File: config.mk
export PLATFORM = sky130hd
export DESIGN_NAME = zrate_ctrl
export DESIGN_NICKNAME = d
export VERILOG_FILES = /design/src/rtl/zr_pkg.sv /design/src/rtl/zr_frame.sv /design/src/rtl/zr_regs.sv /design/src/rtl/zr_swallow.sv /design/src/rtl/zrate_ctrl.sv
export SDC_FILE = /design/constraint.sdc
export NUM_CORES = 1
export LEC_CHECK = 0
export ABC_AREA = 1
export ABC_CLOCK_PERIOD_IN_PS = 2800
export BUFFER_PORTS_ARGS = -buffer_cell sky130_fd_sc_hd__buf_2
export CORE_MARGIN = 4
export CORE_UTILIZATION = 55
export DETAILED_ROUTE_END_ITERATION = 10
export PLACE_DENSITY = 0.91
export SYNTH_ARGS = -nofsm -noshare
export SYNTH_HDL_FRONTEND = slang
export SYNTH_SLANG_ARGS = --single-unit
File: constraint.sdc
create_clock -name clk -period 2.8 [get_ports clk]
set_clock_uncertainty 0.1 [all_clocks]
set_input_delay 0.42 -clock clk [delete_from_list [all_inputs] [get_ports clk]]
set_output_delay 0.42 -clock clk [all_outputs]
set_load 0.01 [all_outputs]
File: src/rtl/zr_pkg.sv
package zr_pkg;
  localparam int FRAC_W    = 5;
  localparam int DATA_W    = 32;
  localparam int ADDR_W    = 8;
  localparam int FIELD_LSB = 8;
  localparam int KICK_BIT  = 31;
  localparam logic [7:0] RATE_OFS = 8'hE0;
  localparam logic [7:0] KICK_OFS = 8'h04;
endpackage

File: src/rtl/zr_frame.sv
module zr_frame #(
  parameter int FRAC_W = zr_pkg::FRAC_W
) (
  input  logic clk,
  input  logic rst_n,
  output logic frame_start,
  output logic frame_end
);
  logic [FRAC_W-1:0] phase_q;

  always_ff @(posedge clk) begin
    if (!rst_n) phase_q <= '0;
    else        phase_q <= phase_q + 1'b1;
  end

  assign frame_start = (phase_q == '0);
  assign frame_end   = (phase_q == '1);


  wrap_to_start_chk: assert property (@(posedge clk) disable iff (!rst_n)
    frame_end |=> frame_start);
endmodule

File: src/rtl/zr_regs.sv
module zr_regs #(
  parameter int ADDR_W = zr_pkg::ADDR_W,
  parameter int DATA_W = zr_pkg::DATA_W,
  parameter int FRAC_W = zr_pkg::FRAC_W
) (
  input  logic              clk,
  input  logic              rst_n,
  input  logic              wr_en,
  input  logic [ADDR_W-1:0] addr,
  input  logic [DATA_W-1:0] wdata,
  input  logic              frame_end,
  output logic [DATA_W-1:0] rdata,
  output logic [FRAC_W-1:0] zfc_active
);
  import zr_pkg::*;

  localparam logic [ADDR_W-1:0] A_RATE = ADDR_W'(RATE_OFS);
  localparam logic [ADDR_W-1:0] A_KICK = ADDR_W'(KICK_OFS);

  logic [DATA_W-1:0] rate_q, rate_nxt;
  logic [DATA_W-1:0] kword_q;
  logic              kick_q;
  logic [FRAC_W-1:0] staged;
  logic              commit;
  logic              wr_rate, wr_kick;

  assign staged  = rate_q[FIELD_LSB +: FRAC_W];
  assign commit  = kick_q && frame_end;
  assign wr_rate = wr_en && (addr == A_RATE);
  assign wr_kick = wr_en && (addr == A_KICK);

  always_comb begin
    rate_nxt = wdata;
    if (kick_q) rate_nxt[FIELD_LSB +: FRAC_W] = staged;
  end

  always_ff @(posedge clk) begin
    if (!rst_n) begin
      rate_q     <= '0;
      kword_q    <= '0;
      kick_q     <= 1'b0;
      zfc_active <= '0;
    end else begin
      if (wr_rate) rate_q <= rate_nxt;
      if (wr_kick) begin
        kword_q           <= wdata;
        kword_q[KICK_BIT] <= 1'b0;
      end
      if (commit) begin
        kick_q     <= 1'b0;
        zfc_active <= staged;
      end else if (wr_kick && wdata[KICK_BIT]) begin
        kick_q <= 1'b1;
      end
    end
  end

  always_comb begin
    rdata = '0;
    if (addr == A_RATE) begin
      rdata = rate_q;
    end else if (addr == A_KICK) begin
      rdata           = kword_q;
      rdata[KICK_BIT] = kick_q;
    end
  end


  kick_clear_chk: assert property (@(posedge clk) disable iff (!rst_n)
    (kick_q && frame_end) |=> !kick_q);

  kick_hold_chk: assert property (@(posedge clk) disable iff (!rst_n)
    (kick_q && !frame_end) |=> kick_q);

  stage_lock_chk: assert property (@(posedge clk) disable iff (!rst_n)
    kick_q |=> $stable(staged));

  active_commit_chk: assert property (@(posedge clk) disable iff (!rst_n)
    !$stable(zfc_active) |-> $past(kick_q && frame_end));
endmodule

File: src/rtl/zr_swallow.sv
module zr_swallow #(
  parameter int FRAC_W = zr_pkg::FRAC_W
) (
  input  logic              clk,
  input  logic              rst_n,
  input  logic [FRAC_W-1:0] zfc_active,
  input  logic              frame_start,
  output logic              en_q
);
  localparam int FRAME = 1 << FRAC_W;
  localparam int HALF  = FRAME / 2;

  logic [FRAC_W:0]   mult;
  logic [FRAC_W:0]   sum;
  logic [FRAC_W-1:0] acc_q;
  logic              pulse_nxt;

  assign mult      = (FRAC_W+1)'(FRAME) - {1'b0, zfc_active};
  assign sum       = {1'b0, acc_q} + mult;
  assign pulse_nxt = sum[FRAC_W];

  always_ff @(posedge clk) begin
    if (!rst_n) begin
      acc_q <= '0;
      en_q  <= 1'b0;
    end else begin
      acc_q <= sum[FRAC_W-1:0];
      en_q  <= pulse_nxt;
    end
  end


  frame_align_chk: assert property (@(posedge clk) disable iff (!rst_n)
    frame_start |-> (acc_q == '0));

  spread_chk: assert property (@(posedge clk) disable iff (!rst_n)
    (pulse_nxt && (mult <= (FRAC_W+1)'(HALF))) |=>
      (!pulse_nxt || (mult > (FRAC_W+1)'(HALF))));
endmodule

File: src/rtl/zrate_ctrl.sv
module zrate_ctrl #(
  parameter int ADDR_W = zr_pkg::ADDR_W,
  parameter int DATA_W = zr_pkg::DATA_W,
  parameter int FRAC_W = zr_pkg::FRAC_W
) (
  input  logic              clk,
  input  logic              rst_n,
  input  logic              bus_wr,
  input  logic [ADDR_W-1:0] bus_addr,
  input  logic [DATA_W-1:0] bus_wdata,
  output logic [DATA_W-1:0] bus_rdata,
  output logic              clk_en
);
  logic              frame_start, frame_end;
  logic [FRAC_W-1:0] zfc_active;

  zr_frame #(.FRAC_W(FRAC_W)) u_frame (
    .clk(clk), .rst_n(rst_n),
    .frame_start(frame_start), .frame_end(frame_end)
  );

  zr_regs #(.ADDR_W(ADDR_W), .DATA_W(DATA_W), .FRAC_W(FRAC_W)) u_regs (
    .clk(clk), .rst_n(rst_n), .wr_en(bus_wr), .addr(bus_addr),
    .wdata(bus_wdata), .frame_end(frame_end),
    .rdata(bus_rdata), .zfc_active(zfc_active)
  );

  zr_swallow #(.FRAC_W(FRAC_W)) u_swallow (
    .clk(clk), .rst_n(rst_n), .zfc_active(zfc_active),
    .frame_start(frame_start), .en_q(clk_en)
  );
endmodule

==> metrics, run 1 <==
outcome finished, final reports clean; max frequency 0.4488 GHz; number of levels the H-tree was split into 3; aggregate negative setup slack 0 ps; number of ports placed on the die boundary 76; 1st-pass router iterations 5; CTS clk-pin slew, worst paths 80 ps; combinational family with the most area after synthesis simple AND/OR/NAND/NOR gates; antenna violations before repair 0; crit path time final 2228 ps; number of global-route vias before repair 3303; number of setup violations in the final report 0; complex-gate fraction of the synthesized area 0.1067; Final Util 0.6610; worst-case vdd ir drop 0.3207 mV; number of filler cells placed in the layout 557; Reg area 1602 sq um; global routing usage summed across all routing layers 0.2098; Worst Setup Path Type primary input to primary output; most frequent cells in the layout sky130_fd_sc_hd__nand2_1, sky130_fd_sc_hd__dfxtp_1, sky130_fd_sc_hd__buf_2, sky130_fd_sc_hd__a21oi_1, sky130_fd_sc_hd__nor2_1; final design area excluding fillers 4293 sq um; floorplan row count 29; CORE AREA 6495 sq um; average instance area after synthesis 6.982 sq um; most frequent standard cell in the layout excluding fill and tap cells sky130_fd_sc_hd__nand2_1; synthesized area 3777 sq um; final routed wire length divided by cell count 12.91 microns; adder-cell area share of the yosys netlist 0.02849; maximum number of pins on one net before global-route repair 51; critical path's top delay family simple AND/OR/NAND/NOR gates; Fin. Hold Viols 0; simple-gate area share of the yosys netlist 0.3488; cell count after synthesis 541; Post-CTS Setup Repair Bufs 0; total power divided by cell area 462.7 nW/um^2; CTS root buffer sky130_fd_sc_hd__clkbuf_8; maximum buffer depth of the clock tree 2; CTS tree built; Via Count 3665; final max-slew violation count 0; reg2reg path depth 9; vias per cell 5.430; Hold Path Stages 3; GPL Wtd Cong 0.7902; crit end category primary output; clock insertion delay at the later pin of the skew report 340 ps; clk sinks 80; hold_sp bus_wdata[5]; startpoint kind of the worst setup timing path primary input; Initial Utilization 0.5816; half-perimeter wire length after detailed placement 5925 microns; global route overflow 0; leak pwr 0.001964 uW; area taken by multi-input logic gates 1828 sq um; final clock period utilization by the worst path 0.7959; aggregate routed wire length 8712 microns; Remaining DRCs 0; worst endpoint data arrival time 1710 ps; Max-Cap Viols 0; maximum cell stage delay along the critical path 400 ps; share of post-route cells with drive strength above 1 0.1722; capture point of the worst reg-to-reg path u_swallow.acc_q[4]$_SDFF_PN0_; Slew Limit Headroom 0.3325; post-detailed-placement cell area 4131 sq um; number of buffers created by CTS 9; sequential-to-total area share from yosys stat 0.4240; distinct cell type count after synthesis 25; synthesis-to-finish area growth 13.65%; DRC marker count from the first detailed-route iteration 240; Synth Area in XOR/XNOR 0; number of port buffers 75; startpoint of the lowest-slack register-to-register path u_swallow.acc_q[0]$_SDFF_PN0_; flops & latches, synth 80; cells along the critical path buf_2, nor2_2, nand2_2, nor2_8, buf_12, nand2_1, nand2_1, buf_2; Synthesis Warnings 0; Worst Hold End u_regs.rate_q[5]$_SDFFE_PN0P_; min-delay worst type primary input to register; worst endpoint required time 2280 ps; area of the die 8258 sq um; CTS Hold Buffers Added 0; share of cell area taken by muxes after synthesis 0; first-pass GRT wire length 14500 microns; Critical Path Slowest Stage Cell sky130_fd_sc_hd__nor2_8; Die W 90.88 microns; slew of the pin with the lowest slew margin 1000 ps; worst reg2reg setup slack 1210 ps; die span in y 90.88 microns; buffering stage count on the worst path with inverters included 3; antenna viol nets, final 0; Mapped Nets 592; Max Fanout on Critical Path 33; Diodes inserted 0; Final Net Count 645; RSZ-0062 raised after global routing false; number of gates resized after cts 0
[area by class of cell]
type,instances,share of cell area
Clock inverter,6,0.008744
Clock buffer,9,0.02885
Timing Repair Buffer,81,0.1096
Sequential cell,80,0.3731
Inverter,36,0.03148
Tap cell,77,0.02244
Multi-Input combinational cell,386,0.4258
[per-layer routing]
layer	vias to the layer above	wire length, microns	GRT usage	part of all wire
li1	1829	-	-	-
met1	1677	3579	0.2486	0.41
met2	141	4375	0.3620	0.50
met3	18	572	0.04417	0.066
met4	0	184	0.09673	0.021
met5	-	0	0	0
[logic make-up after synthesis]
logic type	Yosys count
AOI/OAI and AO/OA	80
adders and majority gates	8
buffers and inverters	75
DFF	80
and+or+nand+nor	298
[cells in the mapped netlist]
cell type | number | area [sq um]
sky130_fd_sc_hd__nand2_2 | 1 | 6.260
sky130_fd_sc_hd__o211ai_1 | 1 | 7.510
sky130_fd_sc_hd__nor2_1 | 53 | 198.9
sky130_fd_sc_hd__inv_1 | 35 | 131.4
sky130_fd_sc_hd__o21ai_1 | 5 | 25.02
sky130_fd_sc_hd__nor2_8 | 1 | 20.02
sky130_fd_sc_hd__nand3_2 | 1 | 10.01
sky130_fd_sc_hd__o21ai_0 | 7 | 35.03
sky130_fd_sc_hd__nand3b_1 | 26 | 195.2
sky130_fd_sc_hd__nand2_1 | 172 | 645.6
sky130_fd_sc_hd__nor2_4 | 1 | 11.26
sky130_fd_sc_hd__ha_1 | 7 | 87.58
sky130_fd_sc_hd__buf_4 | 4 | 30.03
sky130_fd_sc_hd__nand2_4 | 1 | 11.26
sky130_fd_sc_hd__buf_1 | 4 | 15.01
sky130_fd_sc_hd__buf_2 | 17 | 85.08
sky130_fd_sc_hd__nand4_1 | 6 | 37.54
sky130_fd_sc_hd__nand3_1 | 35 | 175.2
sky130_fd_sc_hd__inv_2 | 1 | 3.750
sky130_fd_sc_hd__clkbuf_1 | 10 | 37.54
sky130_fd_sc_hd__fa_1 | 1 | 20.02
sky130_fd_sc_hd__buf_6 | 4 | 45.04
sky130_fd_sc_hd__nor2_2 | 1 | 6.260
sky130_fd_sc_hd__dfxtp_1 | 80 | 1602
sky130_fd_sc_hd__a21oi_1 | 67 | 335.3
[power by group]
group | total, uW | internal (uW) | switching [uW]
Sequential | 1150 | 1140 | 3.36
Clock | 714 | 312 | 402
Combinational | 126 | 48.4 | 78.0
[sequential cells by signal, summed over array words and instances (netlist names)]
name and cells:
u_regs.rate_q 32, u_regs.kword_q 31, u_frame.phase_q 5, u_regs.zfc_active 5, u_swallow.acc_q 5, u_regs.kick_q 1
u_swallow.en_q 1
[worst max path at each step]
stage,slack (ps),from,to,cells past startpoint
detailed placement,580,bus_addr[1],bus_rdata[20],8
floorplan,1060,bus_addr[1],bus_rdata[13],7
CTS,580,bus_addr[1],bus_rdata[20],8
finish,570,bus_addr[1],bus_rdata[0],8
global placement,590,bus_addr[1],bus_rdata[0],8
global route,430,bus_addr[1],bus_rdata[20],8
[through the flow]
step / instances / power, uW / hold WS [ps] / worst slack, ps
after floorplan: 541 / 1245 / 317.5 / 1061
after global placement: 660 / 1294 / 328.1 / 595.0
after detailed placement: 660 / 1297 / 347.8 / 575.3
after CTS: 675 / 2005 / 232.3 / 575.4
after global routing: 675 / 2077 / 236.7 / 427.3
final: 675 / 1986 / 248.4 / 571.6
[worst reg2reg max path, delay by kind of cell (launching register included)]
family | cells | cell delay, ps
simple gates | 4 | 320
compound gates | 1 | 90
buf+inv | 2 | 120
flops | 1 | 310
fa+ha+maj | 2 | 560
(Power assumes the default switching activity.)
==> run 2: changes to the inputs <==
--- a/config.mk
+++ b/config.mk
@@ -5,13 +5,13 @@
 export SDC_FILE = /design/constraint.sdc
 export NUM_CORES = 1
 export LEC_CHECK = 0
-export ABC_AREA = 1
-export ABC_CLOCK_PERIOD_IN_PS = 2800
+export ABC_AREA = 0
+export ABC_CLOCK_PERIOD_IN_PS = 2300
 export BUFFER_PORTS_ARGS = -buffer_cell sky130_fd_sc_hd__buf_2
 export CORE_MARGIN = 4
-export CORE_UTILIZATION = 55
+export CORE_UTILIZATION = 53
 export DETAILED_ROUTE_END_ITERATION = 10
-export PLACE_DENSITY = 0.91
+export PLACE_DENSITY = 0.89
 export SYNTH_ARGS = -nofsm -noshare
 export SYNTH_HDL_FRONTEND = slang
 export SYNTH_SLANG_ARGS = --single-unit
==> constraint.sdc (replaced) <==
create_clock -name clk -period 2.3 [get_ports clk]
set_clock_uncertainty 0.1 [all_clocks]
set_input_delay 0.345 -clock clk [delete_from_list [all_inputs] [get_ports clk]]
set_output_delay 0.345 -clock clk [all_outputs]
set_load 0.01 [all_outputs]
==> run 2 against run 1 <==
  * Synthesized cell count decreased by 25%
  * First-iteration DRC count shrank 14%
  * Routed wire length down 8.0%
  * Area after synthesis shrank 11%
  * Sequential power up 21%
  * Final area fell by 7.2%
  * Highest routed layer unchanged
==> metrics, run 2 <==
outcome finished, final reports clean; RSZ-0062 raised after global routing false; number of cells in the design after placement 530; synthesized area 3364 sq um; Largest register FFs 32; 1st-pass router iterations 5; worst reg2reg setup slack 530 ps; Die W 87.68 microns; Clock power frac 0.412; min-delay worst type primary input to register; startpoint kind of the worst setup timing path primary input; Worst Hold End u_regs.rate_q[31]$_SDFFE_PN0P_; aggregate routed wire length 8013 microns; worst endpoint required time 1860 ps; sequential-to-total area share from yosys stat 0.4760; Initial Utilization 0.5583; CTS clk-pin slew, worst paths 80 ps; CORE AREA 6026 sq um; die span in y 87.68 microns; most used standard cell by instance count after synthesis sky130_fd_sc_hd__dfxtp_1; maximum cell stage delay along the critical path 520 ps; largest register by flop count u_regs.rate_q; most frequent cells in the layout sky130_fd_sc_hd__dfxtp_1, sky130_fd_sc_hd__buf_2, sky130_fd_sc_hd__nand3_1, sky130_fd_sc_hd__o21ai_1, sky130_fd_sc_hd__nand2_1; largest registers u_regs.rate_q: 32 flops, u_regs.kword_q: 31 flops; Post-Layout Cell Count 545; total power divided by cell area 651.9 nW/um^2; fraction of post-synthesis cell area in the top cell type by area 0.4760; vias per cell 5.705; startpoint of the lowest-slack register-to-register path u_regs.zfc_active[0]$_SDFFE_PN0P_; area of the die 7687 sq um; synthesis-to-finish area growth 18.41%; antenna viol nets, final 0; cell internal pwr 2022 uW; final routed wire length divided by cell count 14.70 microns; Fin. Hold Viols 0; Diodes inserted 0; share of post-route cells with drive strength above 1 0.2255; Reg area 1602 sq um; maximum buffer depth of the clock tree 2; first-pass GRT wire length 13320 microns; antenna violations before repair 0; leak pwr 0.001523 uW; critical path's top delay family simple AND/OR/NAND/NOR gates; GPL Wtd Cong 0.8090; Hold Path Stages 3; Max-Cap Viols 0; worst-case vdd ir drop 0.4139 mV; number of setup violations in the final report 0; sequential cell fraction of total power 0.537; Remaining DRCs 0; switching part of the total 0.2216; average instance area after synthesis 8.328 sq um; Via Count 3109; post-detailed-placement cell area 3779 sq um; number of flops mapped to enable cells by yosys 0; CTS tree built; buffering stage count on the worst path with inverters included 3; global routing usage summed across all routing layers 0.2192; area taken by multi-input logic gates 1580 sq um; number of levels the H-tree was split into 3; Max Fanout on Critical Path 32; clk sinks 80; flops & latches, synth 80; number of port buffers 75; slew of the pin with the lowest slew margin 415.4 ps; most frequent standard cell in the layout excluding fill and tap cells sky130_fd_sc_hd__dfxtp_1; number of filler cells placed in the layout 533; cell count after synthesis 404; DRC marker count from the first detailed-route iteration 206; Worst Setup Path Type primary input to primary output; hold_sp bus_wdata[31]; Mapped Nets 455; maximum number of pins on one net before global-route repair 41; number of buffers created by CTS 9; number of global-route vias before repair 2925; half-perimeter wire length after detailed placement 5396 microns; distinct cell type count after synthesis 32; Synthesis Warnings 0; Post-CTS Setup Repair Bufs 0; number of gates resized after cts 0; cell types with the highest counts after synthesis sky130_fd_sc_hd__dfxtp_1, sky130_fd_sc_hd__nand3_1, sky130_fd_sc_hd__o21ai_1, sky130_fd_sc_hd__nand2_1, sky130_fd_sc_hd__nor2_1; global route overflow 0; largest cells by area after synthesis sky130_fd_sc_hd__dfxtp_1, sky130_fd_sc_hd__nand3_1, sky130_fd_sc_hd__o21ai_1, sky130_fd_sc_hd__a22oi_1, sky130_fd_sc_hd__nand2_1; Gate power share 0.051; floorplan row count 28; post-synth top area cell sky130_fd_sc_hd__dfxtp_1; crit path time final 2031 ps; final design area excluding fillers 3984 sq um; number of ports placed on the die boundary 76; aggregate negative setup slack 0 ps; Slew Limit Headroom 0.7216; cells along the critical path buf_2, or4_1, buf_4, nor2_1, buf_2; crit end category primary output; Critical Path Slowest Stage Cell sky130_fd_sc_hd__or4_1; share of async-settable or async-resettable flops after synthesis 0; net load switching power 575.6 uW; worst endpoint data arrival time 1590 ps; clock insertion delay at the later pin of the skew report 350 ps; Final Util 0.6611; cell with the most instances on the worst path sky130_fd_sc_hd__buf_2; CTS Hold Buffers Added 0; CTS root buffer sky130_fd_sc_hd__clkbuf_8; final max-slew violation count 0; dominant register cell in the synthesized netlist sky130_fd_sc_hd__dfxtp_1; final clock period utilization by the worst path 0.8829; capture point of the worst reg-to-reg path u_swallow.acc_q[4]$_SDFF_PN0_; max frequency 0.4925 GHz; reg2reg path depth 6; Final Net Count 517
==> run 2: changes by cell type after synthesis, sizes merged, moves of 30 or more <==
cell	delta
a21oi	-66
a22oi	+32
inv	-30
nand2	-136
nand3	+35
o21ai	+55
==> run 2: how the worst max path moves through the flow <==
stage                           start             to  depth (start not counted)
after detailed placement  bus_addr[1]   bus_rdata[0]                          5
after global routing      bus_addr[1]   bus_rdata[8]                          5
final                     bus_addr[1]   bus_rdata[8]                          5
after floorplan           bus_addr[1]  bus_rdata[10]                          4
after global placement    bus_addr[1]   bus_rdata[0]                          5
after CTS                 bus_addr[1]   bus_rdata[8]                          5
==> run 2: worst register-to-register path, cell delays in order, from the launching register on <==
cell	delay, ps
sky130_fd_sc_hd__dfxtp_1	320
sky130_fd_sc_hd__ha_1	220
sky130_fd_sc_hd__fa_1	390
sky130_fd_sc_hd__nor2b_1	180
sky130_fd_sc_hd__o21a_1	150
sky130_fd_sc_hd__o21ai_0	90
sky130_fd_sc_hd__and3b_1	200
==> run 2: metal layers <==
layer  routed length [microns]  up-vias  GRT usage
li1                          -     1547          -
met2                      3960      106     0.3616
met4                       155        0    0.09623
met1                      3364     1441     0.2736
met3                       533       15    0.05080
met5                         0        -          0
==> run 2: layout make-up <==
class	count	share of cell area
flip-flops and latches	80	0.4020
multi-input cells	282	0.3967
repair buffers	87	0.1206
clock buffers	12	0.04146
well taps	75	0.02356
clock inverters	3	0.01005
inverters	6	0.005653
==> run 2: per-stage QoR <==
stage          power (uW)  hold slack [ps]  worst slack [ps]
2_1_floorplan        1496            320.8             522.0
3_3_place_gp         1553            333.7             313.5
3_5_place_dp         1557            340.9             277.1
4_1_cts              2608            137.3             285.9
5_1_grt              2686            145.6             187.3
6_report             2597            139.8             269.4
==> run 2: cells by family (layout without fill, tap and decap cells) <==
logic type | count (synthesis) | in the layout | synth area share
AND/OR/NAND/NOR | 165 | 165 | 0.2443
adder cells (fa/ha/maj) | 8 | 8 | 0.03198
AO/OA/AOI/OAI | 107 | 107 | 0.1882
flip-flops | 80 | 80 | 0.4760
XOR/XNOR | 2 | 2 | 0.005207
buffers and inverters | 42 | 108 | 0.05429
==> run 2: power by group through the flow <==
stage / Sequential [uW] / Clock (uW) / Combinational (uW)
floorplan: 1430 / 0 / 69.0
finish: 1390 / 1070 / 132
global placement: 1430 / 0 / 127
global route: 1400 / 1150 / 145
detailed placement: 1430 / 0 / 130
CTS: 1390 / 1080 / 130
==> run 3: changes to the inputs <==
--- a/config.mk
+++ b/config.mk
@@ -9,9 +9,10 @@
 export ABC_CLOCK_PERIOD_IN_PS = 2300
 export BUFFER_PORTS_ARGS = -buffer_cell sky130_fd_sc_hd__buf_2
 export CORE_MARGIN = 4
-export CORE_UTILIZATION = 53
+export CORE_UTILIZATION = 55
+export CTS_BUF_LIST = sky130_fd_sc_hd__clkbuf_2 sky130_fd_sc_hd__clkbuf_4 sky130_fd_sc_hd__clkbuf_8
 export DETAILED_ROUTE_END_ITERATION = 10
-export PLACE_DENSITY = 0.89
+export PLACE_DENSITY = 0.92
 export SYNTH_ARGS = -nofsm -noshare
 export SYNTH_HDL_FRONTEND = slang
 export SYNTH_SLANG_ARGS = --single-unit
==> run 3 against run 2 <==
  * Die area is 3.3% lower
  * Critical path depth unchanged
  * Power shrank 4.0%
  * Fmax decreased by 0.68%
  * Largest cell class unchanged
  * Highest routed layer unchanged
==> metrics, run 3 (synthesized netlist as in run 2, its figures left out) <==
floorplan row count 28; min-delay worst type primary input to register; number of levels the H-tree was split into 3; final clock period utilization by the worst path 0.8889; Diodes inserted 0; aggregate negative setup slack 0 ps; Fin. Hold Viols 0; CTS root buffer sky130_fd_sc_hd__clkbuf_8; CTS Hold Buffers Added 0; clock insertion delay at the later pin of the skew report 350 ps; worst-case vdd ir drop 0.6319 mV; maximum number of pins on one net before global-route repair 52; crit path time final 2045 ps; 1st-pass router iterations 4; die span in y 86.21 microns; Post-CTS Setup Repair Bufs 0; Remaining DRCs 0; largest register by flop count u_regs.rate_q; crit end category primary output; max frequency 0.4891 GHz; half-perimeter wire length after detailed placement 5062 microns; startpoint kind of the worst setup timing path primary input; antenna viol nets, final 0; worst endpoint required time 1860 ps; Final Net Count 514; Largest register FFs 32; global route overflow 0; antenna violations before repair 0; Via Count 3072; buffering stage count on the worst path with inverters included 3; CTS tree built; final routed wire length divided by cell count 14.22 microns; Critical Path Slowest Stage Cell sky130_fd_sc_hd__or4_1; total power divided by cell area 629.6 nW/um^2; global-route met3 utilization 0.05894; global routing usage summed across all routing layers 0.2124; GPL Wtd Cong 0.7264; final max-slew violation count 0; Initial Utilization 0.5683; cell with the most instances on the worst path sky130_fd_sc_hd__buf_2; clk sinks 80; vias per cell 5.678; Worst Setup Path Type primary input to primary output; number of ports placed on the die boundary 76; Worst Slack Setup Final 255.4 ps; cells along the critical path buf_2, or4_1, buf_4, nor2_1, buf_2; worst endpoint data arrival time 1600 ps; leak pwr 0.001498 uW; critical path's top delay family simple AND/OR/NAND/NOR gates; RSZ-0062 raised after global routing false; largest registers u_regs.rate_q: 32 flops, u_regs.kword_q: 31 flops; met1 layer usage reported by global route 0.2416; Most Crowded Layer GR met2; maximum buffer depth of the clock tree 2; met2 layer usage reported by global route 0.3826; number of setup violations in the final report 0; CTS clk-pin slew, worst paths 80 ps; slew of the pin with the lowest slew margin 482.4 ps; Slew Limit Headroom 0.6784; number of buffers created by CTS 9; aggregate routed wire length 7692 microns; number of port buffers 75; share of post-route cells with drive strength above 1 0.2189; Die W 86.21 microns; first-pass GRT wire length 12760 microns; most frequent standard cell in the layout excluding fill and tap cells sky130_fd_sc_hd__dfxtp_1; Max Fanout on Critical Path 32; Max-Cap Viols 0; maximum cell stage delay along the critical path 510 ps; number of global-route vias before repair 2881; CORE AREA 5921 sq um; synthesis-to-finish area growth 17.70%; area of the die 7432 sq um; DRC marker count from the first detailed-route iteration 212; Setup WS pre-CTS 290.3 ps; most frequent cells in the layout sky130_fd_sc_hd__dfxtp_1, sky130_fd_sc_hd__buf_2, sky130_fd_sc_hd__nand3_1, sky130_fd_sc_hd__o21ai_1, sky130_fd_sc_hd__nand2_1; number of gates resized after cts 0; outcome finished, final reports clean
==> run 3: changes by cell type in the layout (fill, tap and decap cells not counted), sizes merged <==
cell / change
clkbuf: -2
buf: -3
clkinvlp: +1
==> run 3: final cells by class <==
cell class              instances  area [sq um]
flip-flops and latches         80          1602
clock inverters                 4         47.55
fillers                       492          1961
clock buffers                  10         131.4
inverters                       6         22.52
repair buffers                 84         483.0
multi-input cells             282          1580
well taps                      75         93.84
==> run 3: layer usage <==
layer	share of wire	up-vias
met5	0	-
met4	0.014	0
met3	0.056	11
met2	0.52	79
met1	0.41	1445
li1	-	1537
==> run 3: worst min-delay path: cells and delay by family <==
family	cells	cell delay [ps]
buffers and inverters	1	90
AOI/OAI and AO/OA	1	50
and+or+nand+nor	1	60
==> run 3: metrics by stage <==
stage | hold WS [ps] | util | std cells | area, sq um | power, uW
after detailed placement | 348.7 | 0.6386 | 527 | 3781 | 1558
after CTS | 141.4 | 0.6689 | 541 | 3960 | 2514
after global routing | 138.9 | 0.6689 | 541 | 3960 | 2598
final | 150.2 | 0.6689 | 541 | 3960 | 2493
after global placement | 339.0 | 0.6386 | 527 | 3781 | 1554
after floorplan | 320.8 | - | 404 | 3364 | 1496
==> run 3: report_power, final <==
group	internal [uW]	switching [uW]
clock	498	468
sequential	1390	4.11
combinational	51.6	80.6
==> run 3: worst paths after layout <==
check / end / slack [ps] / startpoint / cells past startpoint
setup / recovery: bus_rdata[26] / 260 / bus_addr[1] / 5
hold / removal: u_regs.rate_q[2]$_SDFFE_PN0P_ / 150 / bus_wdata[2] / 3
setup reg to reg: u_swallow.acc_q[4]$_SDFF_PN0_ / 620 / u_regs.zfc_active[0]$_SDFFE_PN0P_ / 6
hold reg to reg: u_regs.kword_q[12]$_SDFFE_PN0P_ / 360 / u_regs.kword_q[12]$_SDFFE_PN0P_ / 2
